### config.mk
export PLATFORM = sky130hd
export DESIGN_NAME = gpio_pinmux_port
export DESIGN_NICKNAME = d
export VERILOG_FILES = /design/src/rtl/gpio_pinmux_pkg.sv /design/src/rtl/gpio_pinmux_sync.sv /design/src/rtl/gpio_pinmux_regs.sv /design/src/rtl/gpio_pinmux_pin.sv /design/src/rtl/gpio_pinmux_port.sv
export SDC_FILE = /design/constraint.sdc
export NUM_CORES = 1
export LEC_CHECK = 0
export ABC_CLOCK_PERIOD_IN_PS = 3050
export BUFFER_PORTS_ARGS = -buffer_cell sky130_fd_sc_hd__buf_2
export CAP_MARGIN = 0
export CORE_MARGIN = 2
export CORE_UTILIZATION = 45
export CTS_CLUSTER_SIZE = 40
export DETAILED_ROUTE_END_ITERATION = 7
export GPL_TIMING_DRIVEN = 1
export HOLD_SLACK_MARGIN = 0.1
export MAX_ROUTING_LAYER = met4
export PLACE_DENSITY_LB_ADDON = 0.15
export SLEW_MARGIN = 20
export SYNTH_ARGS = -nofsm -noshare
export SYNTH_HDL_FRONTEND = slang
export SYNTH_SLANG_ARGS = --single-unit
### constraint.sdc
create_clock -name clk -period 3.05 [get_ports clk]
set_input_delay 0.1525 -clock clk [delete_from_list [all_inputs] [get_ports clk]]
set_output_delay 0.1525 -clock clk [all_outputs]
set_load 0.01 [all_outputs]
### src/rtl/gpio_pinmux_pkg.sv
package gpio_pinmux_pkg;
   localparam int REG_ADDR_W = 4;

   typedef enum logic [REG_ADDR_W-1:0] {
      RI_DATA    = 4'd0,
      RI_DSET    = 4'd1,
      RI_DCLR    = 4'd2,
      RI_DIR     = 4'd3,
      RI_DIRSET  = 4'd4,
      RI_DIRCLR  = 4'd5,
      RI_INEN    = 4'd6,
      RI_FEN     = 4'd7,
      RI_FSEL    = 4'd8
   } reg_idx_e;

   localparam logic [REG_ADDR_W-1:0] LAST_REG = 4'd8;
endpackage

### src/rtl/gpio_pinmux_sync.sv
module gpio_pinmux_sync #(
   parameter int NPINS  = 16,
   parameter int STAGES = 2
) (
   input  logic             clk,
   input  logic             rst_n,
   input  logic [NPINS-1:0] d,
   output logic [NPINS-1:0] q
);
   generate
      if (STAGES == 0) begin : g_bypass
         assign q = d;
      end else begin : g_chain
         logic [NPINS-1:0] stage_q [STAGES];
         always_ff @(posedge clk or negedge rst_n) begin
            if (!rst_n) begin
               for (int i = 0; i < STAGES; i++) stage_q[i] <= '0;
            end else begin
               stage_q[0] <= d;
               for (int i = 1; i < STAGES; i++) stage_q[i] <= stage_q[i-1];
            end
         end
         assign q = stage_q[STAGES-1];
      end
   endgenerate
endmodule

### src/rtl/gpio_pinmux_regs.sv
module gpio_pinmux_regs
   import gpio_pinmux_pkg::*;
#(
   parameter int NPINS = 16,
   parameter int SEL_W = 2,
   parameter int BUS_W = 32
) (
   input  logic                   clk,
   input  logic                   rst_n,
   input  logic                   wr_en,
   input  logic [REG_ADDR_W-1:0]  addr,
   input  logic [BUS_W-1:0]       wdata,
   output logic [BUS_W-1:0]       rdata,
   input  logic [NPINS-1:0]       pad_sync,
   output logic [NPINS-1:0]       data_q,
   output logic [NPINS-1:0]       dir_q,
   output logic [NPINS-1:0]       inen_q,
   output logic [NPINS-1:0]       fen_q,
   output logic [NPINS*SEL_W-1:0] fsel_q
);
   localparam int FS_W = NPINS * SEL_W;

   logic [NPINS-1:0] wbits;
   logic [NPINS-1:0] data_view;

   assign wbits = wdata[NPINS-1:0];

   always_ff @(posedge clk or negedge rst_n) begin
      if (!rst_n) begin
         data_q <= '0;
         dir_q  <= '0;
         inen_q <= '0;
         fen_q  <= '0;
         fsel_q <= '0;
      end else if (wr_en) begin
         case (addr)
            RI_DATA:   data_q <= wbits;
            RI_DSET:   data_q <= data_q | wbits;
            RI_DCLR:   data_q <= data_q & ~wbits;
            RI_DIR:    dir_q  <= wbits;
            RI_DIRSET: begin
               dir_q  <= dir_q | wbits;
               inen_q <= inen_q & ~wbits;
            end
            RI_DIRCLR: dir_q  <= dir_q & ~wbits;
            RI_INEN:   inen_q <= wbits;
            RI_FEN:    fen_q  <= wbits;
            RI_FSEL:   fsel_q <= wdata[FS_W-1:0];
            default:   ;
         endcase
      end
   end

   assign data_view = (dir_q & data_q) | (~dir_q & inen_q & pad_sync);

   always_comb begin
      rdata = '0;
      case (addr)
         RI_DATA:                     rdata[NPINS-1:0] = data_view;
         RI_DSET, RI_DCLR:            rdata[NPINS-1:0] = data_q;
         RI_DIR, RI_DIRSET, RI_DIRCLR: rdata[NPINS-1:0] = dir_q;
         RI_INEN:                     rdata[NPINS-1:0] = inen_q;
         RI_FEN:                      rdata[NPINS-1:0] = fen_q;
         RI_FSEL:                     rdata[FS_W-1:0]  = fsel_q;
         default:                     rdata = '0;
      endcase
   end


   dset_chk: assert property (@(posedge clk) disable iff (!rst_n)
      (wr_en && addr == RI_DSET) |=> data_q == ($past(data_q) | $past(wbits)));


   dclr_chk: assert property (@(posedge clk) disable iff (!rst_n)
      (wr_en && addr == RI_DCLR) |=> data_q == ($past(data_q) & ~$past(wbits)));


   dirset_chk: assert property (@(posedge clk) disable iff (!rst_n)
      (wr_en && addr == RI_DIRSET) |=>
         (dir_q == ($past(dir_q) | $past(wbits))) && ((inen_q & $past(wbits)) == '0));


   dirclr_chk: assert property (@(posedge clk) disable iff (!rst_n)
      (wr_en && addr == RI_DIRCLR) |=> dir_q == ($past(dir_q) & ~$past(wbits)));


   unmapped_chk: assert property (@(posedge clk) disable iff (!rst_n)
      (wr_en && addr > LAST_REG) |=>
         $stable(data_q) && $stable(dir_q) && $stable(inen_q) && $stable(fen_q) && $stable(fsel_q));
endmodule

### src/rtl/gpio_pinmux_pin.sv
module gpio_pinmux_pin #(
   parameter int NFUNC = 4,
   parameter int SEL_W = 2
) (
   input  logic             fen,
   input  logic [SEL_W-1:0] fsel,
   input  logic             gpio_do,
   input  logic             gpio_oe,
   input  logic [NFUNC-1:0] per_do,
   input  logic [NFUNC-1:0] per_oe,
   output logic             pad_out,
   output logic             pad_oe
);
   always_comb begin
      pad_out = gpio_do;
      pad_oe  = gpio_oe;
      if (fen) begin
         pad_out = 1'b0;
         pad_oe  = 1'b0;
         for (int f = 0; f < NFUNC; f++) begin
            if (fsel == SEL_W'(f)) begin
               pad_out = per_do[f];
               pad_oe  = per_oe[f];
            end
         end
      end
   end
endmodule

### src/rtl/gpio_pinmux_port.sv
module gpio_pinmux_port
   import gpio_pinmux_pkg::*;
#(
   parameter int NPINS       = 16,
   parameter int NFUNC       = 4,
   parameter int BUS_W       = 32,
   parameter int SYNC_STAGES = 2
) (
   input  logic                   clk,
   input  logic                   rst_n,
   input  logic                   bus_wr,
   input  logic [REG_ADDR_W-1:0]  bus_addr,
   input  logic [BUS_W-1:0]       bus_wdata,
   output logic [BUS_W-1:0]       bus_rdata,
   input  logic [NFUNC*NPINS-1:0] fn_out,
   input  logic [NFUNC*NPINS-1:0] fn_oe,
   input  logic [NPINS-1:0]       pad_in,
   output logic [NPINS-1:0]       pad_out,
   output logic [NPINS-1:0]       pad_oe
);
   localparam int SEL_W = (NFUNC > 1) ? $clog2(NFUNC) : 1;
   localparam int FS_W  = NPINS * SEL_W;

   generate
      if (NPINS < 1 || NPINS > BUS_W) begin : g_bad_pins
         $error("NPINS must lie between 1 and BUS_W");
      end
      if (FS_W > BUS_W) begin : g_bad_sel
         $error("function-select register exceeds bus width");
      end
      if (NFUNC < 1) begin : g_bad_func
         $error("NFUNC must be at least 1");
      end
      if (SYNC_STAGES < 0) begin : g_bad_sync
         $error("SYNC_STAGES must not be negative");
      end
   endgenerate

   logic [NPINS-1:0] pad_sync;
   logic [NPINS-1:0] data_q, dir_q, inen_q, fen_q;
   logic [FS_W-1:0]  fsel_q;

   gpio_pinmux_sync #(.NPINS(NPINS), .STAGES(SYNC_STAGES)) u_sync (
      .clk   (clk),
      .rst_n (rst_n),
      .d     (pad_in),
      .q     (pad_sync)
   );

   gpio_pinmux_regs #(.NPINS(NPINS), .SEL_W(SEL_W), .BUS_W(BUS_W)) u_regs (
      .clk      (clk),
      .rst_n    (rst_n),
      .wr_en    (bus_wr),
      .addr     (bus_addr),
      .wdata    (bus_wdata),
      .rdata    (bus_rdata),
      .pad_sync (pad_sync),
      .data_q   (data_q),
      .dir_q    (dir_q),
      .inen_q   (inen_q),
      .fen_q    (fen_q),
      .fsel_q   (fsel_q)
   );

   generate
      for (genvar n = 0; n < NPINS; n++) begin : g_pin
         logic [NFUNC-1:0] per_do, per_oe;
         for (genvar f = 0; f < NFUNC; f++) begin : g_fn
            assign per_do[f] = fn_out[f*NPINS + n];
            assign per_oe[f] = fn_oe[f*NPINS + n];
         end
         gpio_pinmux_pin #(.NFUNC(NFUNC), .SEL_W(SEL_W)) u_pin (
            .fen     (fen_q[n]),
            .fsel    (fsel_q[n*SEL_W +: SEL_W]),
            .gpio_do (data_q[n]),
            .gpio_oe (dir_q[n]),
            .per_do  (per_do),
            .per_oe  (per_oe),
            .pad_out (pad_out[n]),
            .pad_oe  (pad_oe[n])
         );
      end
   endgenerate


   gpio_oe_follow_chk: assert property (@(posedge clk) disable iff (!rst_n)
      (fen_q == '0 && !bus_wr) |=> pad_oe == $past(dir_q));
endmodule

After elaboration in Yosys (flattened, before gate mapping). Cells that the tools add are included.

Bits of input ports: 183. Register bits after elaboration: 128. Output and inout bits: 64. Word-level logic and storage cells: 266.

Bitwise gates (word level): 11. Eq/ne operators: 56. Reductions and logical operators: 27. Mux-type cells: 165.

Operators by type and width (number): $mux 1 (160); $and 16x16->16 (6); $pmux 16 s3 (2); $pmux 16 s6 (1); $eq 2x2->1 const B (32); $or 16x16->16 (3); $eq 2x1->1 const B (16); $logic_not 2->1 (16); $not 16->16 (2); $pmux 16 s2 (1); $eq 4x3->1 const B (4); $mux 16 (1); $reduce_and 2->1 (5); $eq 4x2->1 const B (2); $reduce_bool 3->1 (2); $eq 4x1->1 const B (1); $eq 4x4->1 const B (1); $logic_not 4->1 (1); $reduce_or 3->1 (1); $reduce_bool 2->1 (1); $reduce_or 2->1 (1).

Logic depth before layout (Yosys ltp). Gate-level depths: netlist of run 1.

Depth after elaboration: 6. Depth in mapped cells: 7. Depth with buffers taken out: 4.

Modules after synthesis. A second synthesis of run 1 with hierarchy kept.

Cells, all modules: 685. Area total of the unflattened synthesis: 7473.4 um^2.

By module, submodules not included: gpio_pinmux_regs (area an instance 5191.2 um^2, cells an instance 461, seq. area each 2402.3 um^2, times used 1); gpio_pinmux_pin (area an instance 85.1 um^2, cells an instance 11, seq. area each 0.0 um^2, times used 16); gpio_pinmux_sync (area an instance 920.9 um^2, cells an instance 48, seq. area each 800.8 um^2, times used 1).

Worst setup path after synthesis of run 1. OpenSTA, ideal clock, no wires.

Path type: input-to-reg. Start: input bus_addr[1]. End: register u_regs.fsel_q[10]. Path buffers: 3. Required time: 2.925 ns. Setup slack: 1.419 ns. Library setup time: 0.125 ns. Data arrival time: 1.506 ns. Cell stages on the path: 7. Cells stage by stage: buf_2 > or2_1 > buf_2 > nor3b_4 > nand2_2 > buf_6 > mux2_4.

Longest elaborated chain between the ends: 2.

RTL lines: from (decl) (line gpio_pinmux_port.sv:12) `input logic [REG_ADDR_W-1:0] bus_addr,`; $eq 4x4->1 (line gpio_pinmux_regs.sv:36) `case (addr)`; $reduce_and 2->1 (no line); to (signal assigned) (line gpio_pinmux_regs.sv:48) `RI_FSEL: fsel_q <= wdata[FS_W-1:0];`; to (decl) (line gpio_pinmux_regs.sv:19) `output logic [NPINS*SEL_W-1:0] fsel_q`.

Every way passes these cells. A chain may end at the register's enable or synchronous reset.

Worst setup path after layout of run 1.
Start: input bus_addr[2]. End: output bus_rdata[4].

Longest elaborated chain between the ends: 3. Elaborated cells between the ends (all ways): 12. Classes of those cells: eq/ne (8); mux (1); reduce/logical (3).

RTL lines: $eq 4x2->1, or another cell as far along (line gpio_pinmux_regs.sv:58) `case (addr)`; $reduce_or 3->1 / $reduce_or 2->1 (equally long branches) (line gpio_pinmux_regs.sv:58); $pmux 16 s6 (*) (line gpio_pinmux_regs.sv:58); to (decl) (line gpio_pinmux_port.sv:14) `output logic [BUS_W-1:0] bus_rdata,`.

Mark *: on every way between the ends. The rest lies on a longest branch, timed or not.

==> results.cfg, run 1 <==
[layout]
nFillCells = 1348
drive_gt1_share_pct = 47.7
area_growth_syn_to_layout_pct = 31.9
nets = 1036

[setup_path]
cpPeakStageDelay_ns = 0.57
critPathRequiredTime_ns = 2.90
crit_top_cell = buf_2
end_kind = primary output
critPathBufInv = 3
slowest_stage = nand3_1
crit_path_start_kind = input pin
cp_cell_sequence = buf_2 -> buf_4 -> nor2_1 -> nand3_1 -> o21ai_0 -> a211o_1 -> buf_2
crit_type = input pin to primary output
cp.arrival_ns = 1.99
reg2reg_from = u_regs.fsel_q[6]$_DFFE_PN0P_
crit_path_max_fanout = 20
cp-startpoint = bus_addr[2]
cp_top_family = simple AND/OR/NAND/NOR gates

[route]
drc = 0
firstDrtPassIters = 8
dr_total_vias = 6223
drtIter0Drc = 507
ant_nets = 0
wl_per_cell_um = 20.6
viasPerCell = 5.75
wl_um = 22300

[clocking]
postCtsResizedCells = 0
clockBufferDepth = 2
post_cts_buffers = 0
cts_num_sinks = 128
cts_buffers = 17
htreeDepth = 4
worst_skew_pair.late_latency_ns = 0.42
tritoncts = built
ctsRootBufferMaster = clkbuf_16
cts.clk_slew.worst_paths_ns = 0.05

[floorplanning]
io_pins = 247
dieArea_sq_um = 17100
die-height_um = 131
start_util_pct = 45.8
core_sq_um = 15800
rows = 46
chipWidth_um = 131

[sta]
hold_violations = 0
slew_viol_final = 0
fin_tns_setup_ns = 0
fmax_mhz = 467
period_minus_slack_ns = 2.14
setup_viol = 0
period_share_pct = 70.2
relSlewSlack_pct = 37.9
hold_ws_ns = 0.247
rsz0062_at_grt = false
tightest_slew_ns = 0.931
skew_ns = 0.00408

[synthesis]
synth_area_sq_um = 7220
synth_top_family_by_area = multiplexers
synth_simple_gate_area_share_pct = 8.54
ys_seq_area_share_pct = 44.3
yosysWarnings = 0
synthDistinctLibCells = 40
async_flop_share_pct = 100
synthAdderAreaFrac_pct = 0
syn_avg_cell_area_sq_um = 12.2
ys_ff_latch = 128
synth_cells = 592
synth_ff_type = dfrtp_1
synth_compound_area_share_pct = 17.2
synth_xor_area_share_pct = 0.121
synthMuxAreaShare_pct = 24.0
synth_edf_count = 0
synth_nets = 775

[min_path]
min_path_type = input pin to flip-flop
worst_hold_startpoint = bus_wr

[flow_run]
maxCapViolCount = 0

[placement]
dp_hpwl_um = 15100
numPortBuffers = 246
place.gp.congestion = 0.855

[grt]
grt_overflow_total = 0
grt_usage_pct = 26.9
grt_max_degree = 110
grt_pass1_vias = 6399
grt_pass1_wl_um = 33400
antenna_found_initial = 1

[power_and_ir_drop]
p_leak_nw = 4.62
p_per_area_nw_per_um2 = 597
ir_worst_vdd_mv = 0.451

[outcome]
outcome = completed
-- path summary, 6_finish.rpt --
kind                                                        end  slack, ns  depth (start not counted)
setup / recovery                                   bus_rdata[4]       0.91                          7
hold / removal                     u_regs.fsel_q[4]$_DFFE_PN0P_       0.25                          3
setup reg to reg                   u_regs.fsel_q[6]$_DFFE_PN0P_       2.15                          1
hold reg to reg                           u_sync.q[8]$_DFF_PN0_       0.35                          0
max in group asynchronous  u_sync.g_chain.stage_q[16]$_DFF_PN0_       1.86                          3
min in group asynchronous  u_sync.g_chain.stage_q[17]$_DFF_PN0_       0.38                          2
-- logic make-up after synthesis --
logic type / Yosys count
multiplexers: 112
XOR/XNOR: 1
AND/OR/NAND/NOR: 106
flip-flops: 128
buffers and inverters: 69
AO/OA/AOI/OAI: 176
-- registers in the layout, summed over array words and instances (netlist names) --
register,count
u_regs.fsel_q,32
u_regs.data_q,16
u_regs.dir_q,16
u_regs.fen_q,16
u_regs.inen_q,16
u_sync.g_chain.stage_q,16
u_sync.q,16
-- report_power, final --
part           switching, mW  total (mW)  leakage (nW)  internal [mW]
clock                  0.744        1.90         0.273           1.16
combinational          0.546        1.44          2.77          0.893
sequential             0.369        2.35          1.58           1.98
total                   1.66        5.69          4.62           4.03
-- layer usage --
layer,wire length [um],up-vias,track usage (%),share of wire (%)
li1,-,2751,-,-
met1,9010,3121,33.4,40
met2,11200,306,44.0,50
met3,1590,45,5.90,7.1
met4,450,0,8.82,2.0
met5,0,-,-,0
-- cells in the final DEF (no fill, tap or decap), types with 3 or more instances in the layout --
cell type      instances
mux2_2                50
nand2_1               36
o21ai_0               63
mux2_4                30
o211ai_1              16
nand2b_1              18
and2_1                17
a22o_1                47
buf_4                 14
buf_2                245
clkbuf_8               7
nand3b_1              17
clkinv_2               3
clkbuf_16             17
dfrtp_1              128
dlygate4sd3_1         49
clkinvlp_4             3
a32o_1                15
a211o_1               15
mux4_2                32
a21oi_1               15
-- final cells by class --
type                            instances  area, sq um  area share (%)
Inverter                                2         7.51          0.0788
Antenna cell                            1         2.50          0.0263
Clock inverter                          8         55.1           0.578
Sequential cell                       128         3200            33.6
Clock buffer                           23          508            5.33
Multi-Input combinational cell        395         3650            38.3
Timing Repair Buffer                  309         1840            19.3
Tap cell                              216          270            2.84
-- timing repair --
action	in CTS	in global routing
hold endpoints to repair	215	0
hold buffers	49	0
setup endpoints to repair	0	0
-- metrics by stage --
step / cell area, sq um / total power, mW / worst slack [ns] / util [%] / instances
floorplan: 7220 / 3.36 / 1.42 / - / 592
global placement: 8470 / 3.71 / 0.995 / 53.7 / 1001
detailed placement: 8470 / 3.76 / 0.982 / 53.7 / 1001
CTS: 9520 / 5.73 / 0.948 / 60.4 / 1081
global route: 9530 / 5.96 / 0.893 / 60.4 / 1082
finish: 9530 / 5.69 / 0.908 / 60.4 / 1082
-- Yosys cell counts (2+ instances only) --
cell      number  area (sq um)
dfrtp_1      128          3200
o21ai_0       63           315
mux2_2        50           563
a22o_1        47           412
nand2_1       36           135
buf_4         33           248
mux4_2        32           721
mux2_4        30           450
nand2b_1      18           113
and2_1        17           106
clkbuf_1      17          63.8
nand3b_1      17           128
o211ai_1      16           120
a211o_1       15           131
a21oi_1       15          75.1
a32o_1        15           150
buf_2         11          55.1
buf_6          3          33.8
nor2_1         3          11.3
clkbuf_2       2          10.0
inv_1          2          7.51
nor2b_1        2          12.5
nor3_1         2          10.0
or2_1          2          12.5
Note: power is estimated with default switching activity, not from simulation.
==> run 2, diff against run 1 <==
--- a/config.mk
+++ b/config.mk
@@ -5,7 +5,8 @@
 export SDC_FILE = /design/constraint.sdc
 export NUM_CORES = 1
 export LEC_CHECK = 0
-export ABC_CLOCK_PERIOD_IN_PS = 3050
+export ABC_AREA = 1
+export ABC_CLOCK_PERIOD_IN_PS = 2100
 export BUFFER_PORTS_ARGS = -buffer_cell sky130_fd_sc_hd__buf_2
 export CAP_MARGIN = 0
 export CORE_MARGIN = 2
==> constraint.sdc (replaced) <==
create_clock -name clk -period 2.1 [get_ports clk]
set_input_delay 0.105 -clock clk [delete_from_list [all_inputs] [get_ports clk]]
set_output_delay 0.105 -clock clk [all_outputs]
set_load 0.01 [all_outputs]
==> run 2 against run 1 <==
- hold slack worse by 0.041 ns
- clock power is 64% higher
- highest routed layer unchanged
- synthesized cell count increased by 93%
- largest power group unchanged
- combinational power is 49% higher
- critical path type is now flip-flop to primary output
- total power is 52% higher
==> results.cfg, run 2 <==
[outcome]
outcome = completed

[synthesis]
synth.most_common_cell = nand2_1
async_flop_share_pct = 100
syn_avg_cell_area_sq_um = 6.82
synth_ff_type = dfrtp_1
synth_area_sq_um = 7780
synth_cells = 1140
yosysWarnings = 0
synth.area.top_cells = dfrtp_1, nand2_1, nand3_1
synth_area_leader_cell = dfrtp_1
netlist.area_leader.share_pct = 41.2
yosys-top-cells-count = nand2_1, nand3_1, dfrtp_1
ys_seq_area_share_pct = 41.2
synth_edf_count = 0
ys_ff_latch = 128
synth_nets = 1323
synthDistinctLibCells = 26

[layout]
area_growth_syn_to_layout_pct = 31.0
final_cells = 1639
mostFrequentLayoutCells = nand2_1, buf_2, nand3_1
drive_gt1_share_pct = 22.6
regMostFlops = u_regs.fsel_q
n_antenna_cell = 0
layout_commonest_cell = nand2_1
largest_reg_flops = 32
nFillCells = 1630
nets = 1584
final_cell_area_sq_um = 10200

[route]
wl_um = 26500
firstDrtPassIters = 5
drtIter0Drc = 828
wl_per_cell_um = 16.2
viasPerCell = 5.33
drc = 0
dr_total_vias = 8738
ant_nets = 0

[sta]
period_minus_slack_ns = 1.70
rsz0062_at_grt = false
fin_tns_setup_ns = 0
slew_viol_final = 0
setup_viol = 0
period_share_pct = 80.8
fmax_mhz = 589
skew_ns = 0.00223
hold_violations = 0
relSlewSlack_pct = 60.2
tightest_slew_ns = 0.597

[grt]
grt_pass1_wl_um = 40800
grt_pass1_vias = 8051
antenna_found_initial = 0
grt_max_degree = 58
grt_overflow_total = 0
grt_usage_pct = 29.5

[flow_run]
maxCapViolCount = 0

[floorplanning]
dieArea_sq_um = 18400
io_pins = 247
chipWidth_um = 135
core_sq_um = 17100
die-height_um = 135
rows = 48
start_util_pct = 45.5

[clocking]
tritoncts = built
clockBufferDepth = 2
cts.clk_slew.worst_paths_ns = 0.06
ctsRootBufferMaster = clkbuf_16
htreeDepth = 4
worst_skew_pair.late_latency_ns = 0.43
post_cts_buffers = 0
cts_buffers = 17
cts_num_sinks = 128

[setup_path]
cp_top_family = flip-flops
crit_path_start_kind = flip-flop
crit_type = flip-flop to primary output
crit_path_max_fanout = 7
critPathRequiredTime_ns = 2.00
cpPeakStageDelay_ns = 0.54
cp.arrival_ns = 1.59
cp_cell_sequence = inv_1 -> nand3_1 -> nand4_1 -> nand2_1 -> o21ai_0 -> buf_2
end_kind = primary output
critPathBufInv = 2
slowest_stage = dfrtp_1

[power_and_ir_drop]
ir_worst_vdd_mv = 0.612
p_leak_nw = 5.40
p_per_area_nw_per_um2 = 850

[min_path]
min_path_type = input pin to flip-flop

[placement]
place_inst = 1558
place.gp.congestion = 0.920
dp_hpwl_um = 18500
numPortBuffers = 246
placed_area_sq_um = 9080
run 2: cell types whose count changed after synthesis, sizes merged, moves of 17 or more:
cell / before / now
mux4: 32 / 0
nand3: 1 / 241
nor2: 3 / 88
o21ai: 64 / 87
nand2b: 18 / 0
nand3b: 17 / 0
inv: 2 / 118
nand2: 37 / 324
nand4: 0 / 30
and2: 18 / 0
a22o: 47 / 0
mux2: 80 / 0
run 2: path summary, 6_finish.rpt:
kind	startpoint	end	slack [ns]	cells past startpoint
worst max-delay path	u_regs.fsel_q[14]$_DFFE_PN0P_	pad_out[7]	0.40	6
worst min register to register	u_sync.g_chain.stage_q[18]$_DFF_PN0_	u_sync.q[2]$_DFF_PN0_	0.34	0
max in group asynchronous	rst_n	u_regs.dir_q[8]$_DFFE_PN0P_	1.19	3
min in group asynchronous	rst_n	u_regs.fen_q[0]$_DFFE_PN0P_	0.22	2
worst max register to register	u_regs.data_q[2]$_DFFE_PN0P_	u_regs.data_q[2]$_DFFE_PN0P_	1.23	4
worst min-delay path	bus_wr	u_regs.dir_q[2]$_DFFE_PN0P_	0.21	4
run 2: cell type report:
type	instances	area [sq um]	area share (%)
clock buffers	18	429	4.21
clock inverters	14	191	1.88
inverters	118	443	4.35
multi-input cells	813	3690	36.2
flip-flops and latches	128	3200	31.4
well taps	225	282	2.76
repair buffers	323	1950	19.1
run 2: metrics by stage:
step / utilization [%] / hold WS, ns / power [mW] / setup slack, ns
final: 59.5 / 0.206 / 8.66 / 0.402
after global routing: 59.5 / 0.224 / 9.15 / 0.257
after CTS: 59.5 / 0.196 / 8.68 / 0.416
after detailed placement: 53.0 / 0.122 / 5.49 / 0.546
after global placement: 53.0 / 0.116 / 5.45 / 0.580
after floorplan: - / -0.191 / 4.79 / 0.915
run 2: timing repair:
item	4_1_cts	5_1_grt
hold buffers	49	0
endpoints found under the hold margin	140	0
gates resized for setup	0	0
run 2: logic make-up (layout without fill, tap and decap cells):
| kind of cell | after synthesis | count (layout) | synth area share [%] |
|---|---|---|---|
| flops | 128 | 128 | 41.2 |
| simple gates | 690 | 690 | 38.8 |
| compound gates | 123 | 123 | 8.48 |
| buf+inv | 199 | 473 | 11.6 |
run 2: tightest hold or removal path: cells and delay by family:
kind	cells	cell delay, ns
AND/OR/NAND/NOR	2	0.16
buffers and inverters	2	0.32
run 2: metal layers:
metal  track usage [%]  routed length [um]  share of wire (%)  up-vias
li1                  -                   -                  -     4240
met1              38.0               11100                 42     3992
met2              45.9               12300                 46      435
met3              5.20                2270                8.6       71
met4              12.7                 854                3.2        0
met5                 -                   0                  0        -
run 2: report_power, final:
| group | switching [mW] | total, mW | internal [mW] |
|---|---|---|---|
| combinational | 1.27 | 2.15 | 0.875 |
| sequential | 0.532 | 3.39 | 2.86 |
| clock | 1.14 | 3.12 | 1.98 |
==> run 3, diff against run 2 <==
--- a/config.mk
+++ b/config.mk
@@ -6,7 +6,7 @@
 export NUM_CORES = 1
 export LEC_CHECK = 0
 export ABC_AREA = 1
-export ABC_CLOCK_PERIOD_IN_PS = 2100
+export ABC_CLOCK_PERIOD_IN_PS = 1700
 export BUFFER_PORTS_ARGS = -buffer_cell sky130_fd_sc_hd__buf_2
 export CAP_MARGIN = 0
 export CORE_MARGIN = 2
==> constraint.sdc (replaced) <==
create_clock -name clk -period 1.7 [get_ports clk]
set_input_delay 0.085 -clock clk [delete_from_list [all_inputs] [get_ports clk]]
set_output_delay 0.085 -clock clk [all_outputs]
set_load 0.01 [all_outputs]
==> run 3 against run 2 <==
- utilization rose by 0.37 points
- die area did not move
- sequential power rose by 24%
- via count fell by 1.3%
- worst setup slack got worse by 0.33 ns
- combinational power rose by 27%
- global-route usage fell by 0.25 points
- clock-buffer cell count did not move
- sequential cell count did not move
- critical path type unchanged
- critical endpoint is now bus_rdata[15]
- largest cell class unchanged
- highest routed layer unchanged
==> results.cfg, run 3 (same netlist as run 2, synthesis figures left out) <==
[route]
wl_um = 26100
viasPerCell = 5.23
drc = 0
drtIter0Drc = 684
wl_per_cell_um = 15.8
ant_nets = 0
dr_total_vias = 8627
firstDrtPassIters = 5

[clocking]
worst_skew_pair.late_latency_ns = 0.42
ctsRootBufferMaster = clkbuf_16
htreeDepth = 4
clockBufferDepth = 2
tritoncts = built
cts.clk_slew.worst_paths_ns = 0.06
cts_buffers = 17
cts_num_sinks = 128

[sta]
setup_viol = 0
fmax_mhz = 613
hold_ws_ns = 0.178
skew_ns = 0.00421
period_minus_slack_ns = 1.63
tightest_slew_ns = 0.573
hold_violations = 0
slew_viol_final = 0
period_share_pct = 96.0
relSlewSlack_pct = 61.8

[power_and_ir_drop]
p_total_mw = 10.2
p_leak_nw = 5.43
p_per_area_nw_per_um2 = 992
ir_worst_vdd_mv = 0.801

[flow_run]
maxCapViolCount = 0

[grt]
antenna_found_initial = 0
grt_pass1_wl_um = 40000
grt_overflow_total = 0
grt_usage_pct = 29.2
grt_pass1_vias = 7799
grt_max_degree = 44

[layout]
regMostFlops = u_regs.fsel_q
mostFrequentLayoutCells = nand2_1, buf_2, nand3_1
area_growth_syn_to_layout_pct = 31.8
largest_reg_flops = 32
drive_gt1_share_pct = 24.9
layout_commonest_cell = nand2_1
n_antenna_cell = 0
nets = 1596
nFillCells = 1663

[placement]
numPortBuffers = 246
dp_hpwl_um = 18500
place.gp.congestion = 0.917

[setup_path]
crit_top_cell = nand3_1
crit_path_max_fanout = 6
cpPeakStageDelay_ns = 0.46
cp_top_family = flip-flops
critPathRequiredTime_ns = 1.62
end_kind = primary output
slowest_stage = dfrtp_2
cp_cell_sequence = buf_4 -> nand3_1 -> nand2_1 -> nor2_1 -> nand3_1 -> buf_2
crit_type = flip-flop to primary output
crit_path_start_kind = flip-flop
cp.arrival_ns = 1.55
critPathBufInv = 2

[floorplanning]
die-height_um = 135
dieArea_sq_um = 18400
io_pins = 247
chipWidth_um = 135
start_util_pct = 45.5
rows = 48
core_sq_um = 17100

[min_path]
min_path_type = input pin to asynchronous set/reset pin

[outcome]
outcome = completed
## run 3: worst paths after layout
path | startpoint | endpoint | slack, ns | depth (start not counted)
max | u_regs.fsel_q[15]$_DFFE_PN0P_ | bus_rdata[15] | 0.07 | 6
min | rst_n | u_regs.data_q[4]$_DFFE_PN0P_ | 0.18 | 2
max reg2reg | u_regs.data_q[2]$_DFFE_PN0P_ | u_regs.data_q[2]$_DFFE_PN0P_ | 0.78 | 4
min reg2reg | u_sync.g_chain.stage_q[17]$_DFF_PN0_ | u_sync.q[1]$_DFF_PN0_ | 0.34 | 0
max in group asynchronous | rst_n | u_regs.fsel_q[11]$_DFFE_PN0P_ | 0.94 | 3
min in group clk | bus_wr | u_regs.dir_q[6]$_DFFE_PN0P_ | 0.19 | 4
## run 3: final cells by class
class / instances / area, sq um / area share (%)
clock inverter: 14 / 96.3 / 0.940
inverter: 118 / 443 / 4.32
tap: 225 / 282 / 2.75
clock buffer: 18 / 429 / 4.19
sequential: 128 / 3220 / 31.4
multi-input combinational: 813 / 3690 / 36.0
timing repair buffer: 335 / 2090 / 20.4
## run 3: per-stage QoR
step | TNS (ns) | utilization, % | worst slack (ns) | cell area, sq um | std cells
detailed placement | 0 | 53.6 | 0.239 | 9180 | 1565
global route | -0.0161 | 59.9 | -0.0138 | 10300 | 1651
floorplan | 0 | - | 0.535 | 7780 | 1140
finish | 0 | 59.9 | 0.0684 | 10300 | 1651
CTS | 0 | 59.6 | 0.0306 | 10200 | 1646
global placement | 0 | 53.6 | 0.292 | 9180 | 1565
## run 3: what timing repair did
item / CTS / global route
gates resized for setup: 0 / 24
buffers inserted: 0 / 5
hold buffers: 49 / 0
endpoints found under the setup margin: 0 / 15
hold endpoints to repair: 234 / 0
## run 3: report_power, final
group / internal (mW) / switching [mW]
clock: 1.85 / 1.38
sequential: 3.55 / 0.673
combinational: 1.14 / 1.58
## run 3: layer usage
layer / routed length, um / track usage (%) / vias to the layer above / part of all wire (%)
li1: - / - / 4268 / -
met5: 0 / - / - / 0
met2: 12300 / 47.1 / 367 / 47
met3: 2130 / 5.61 / 44 / 8.1
met1: 11100 / 37.6 / 3948 / 43
met4: 518 / 8.68 / 0 / 2.0
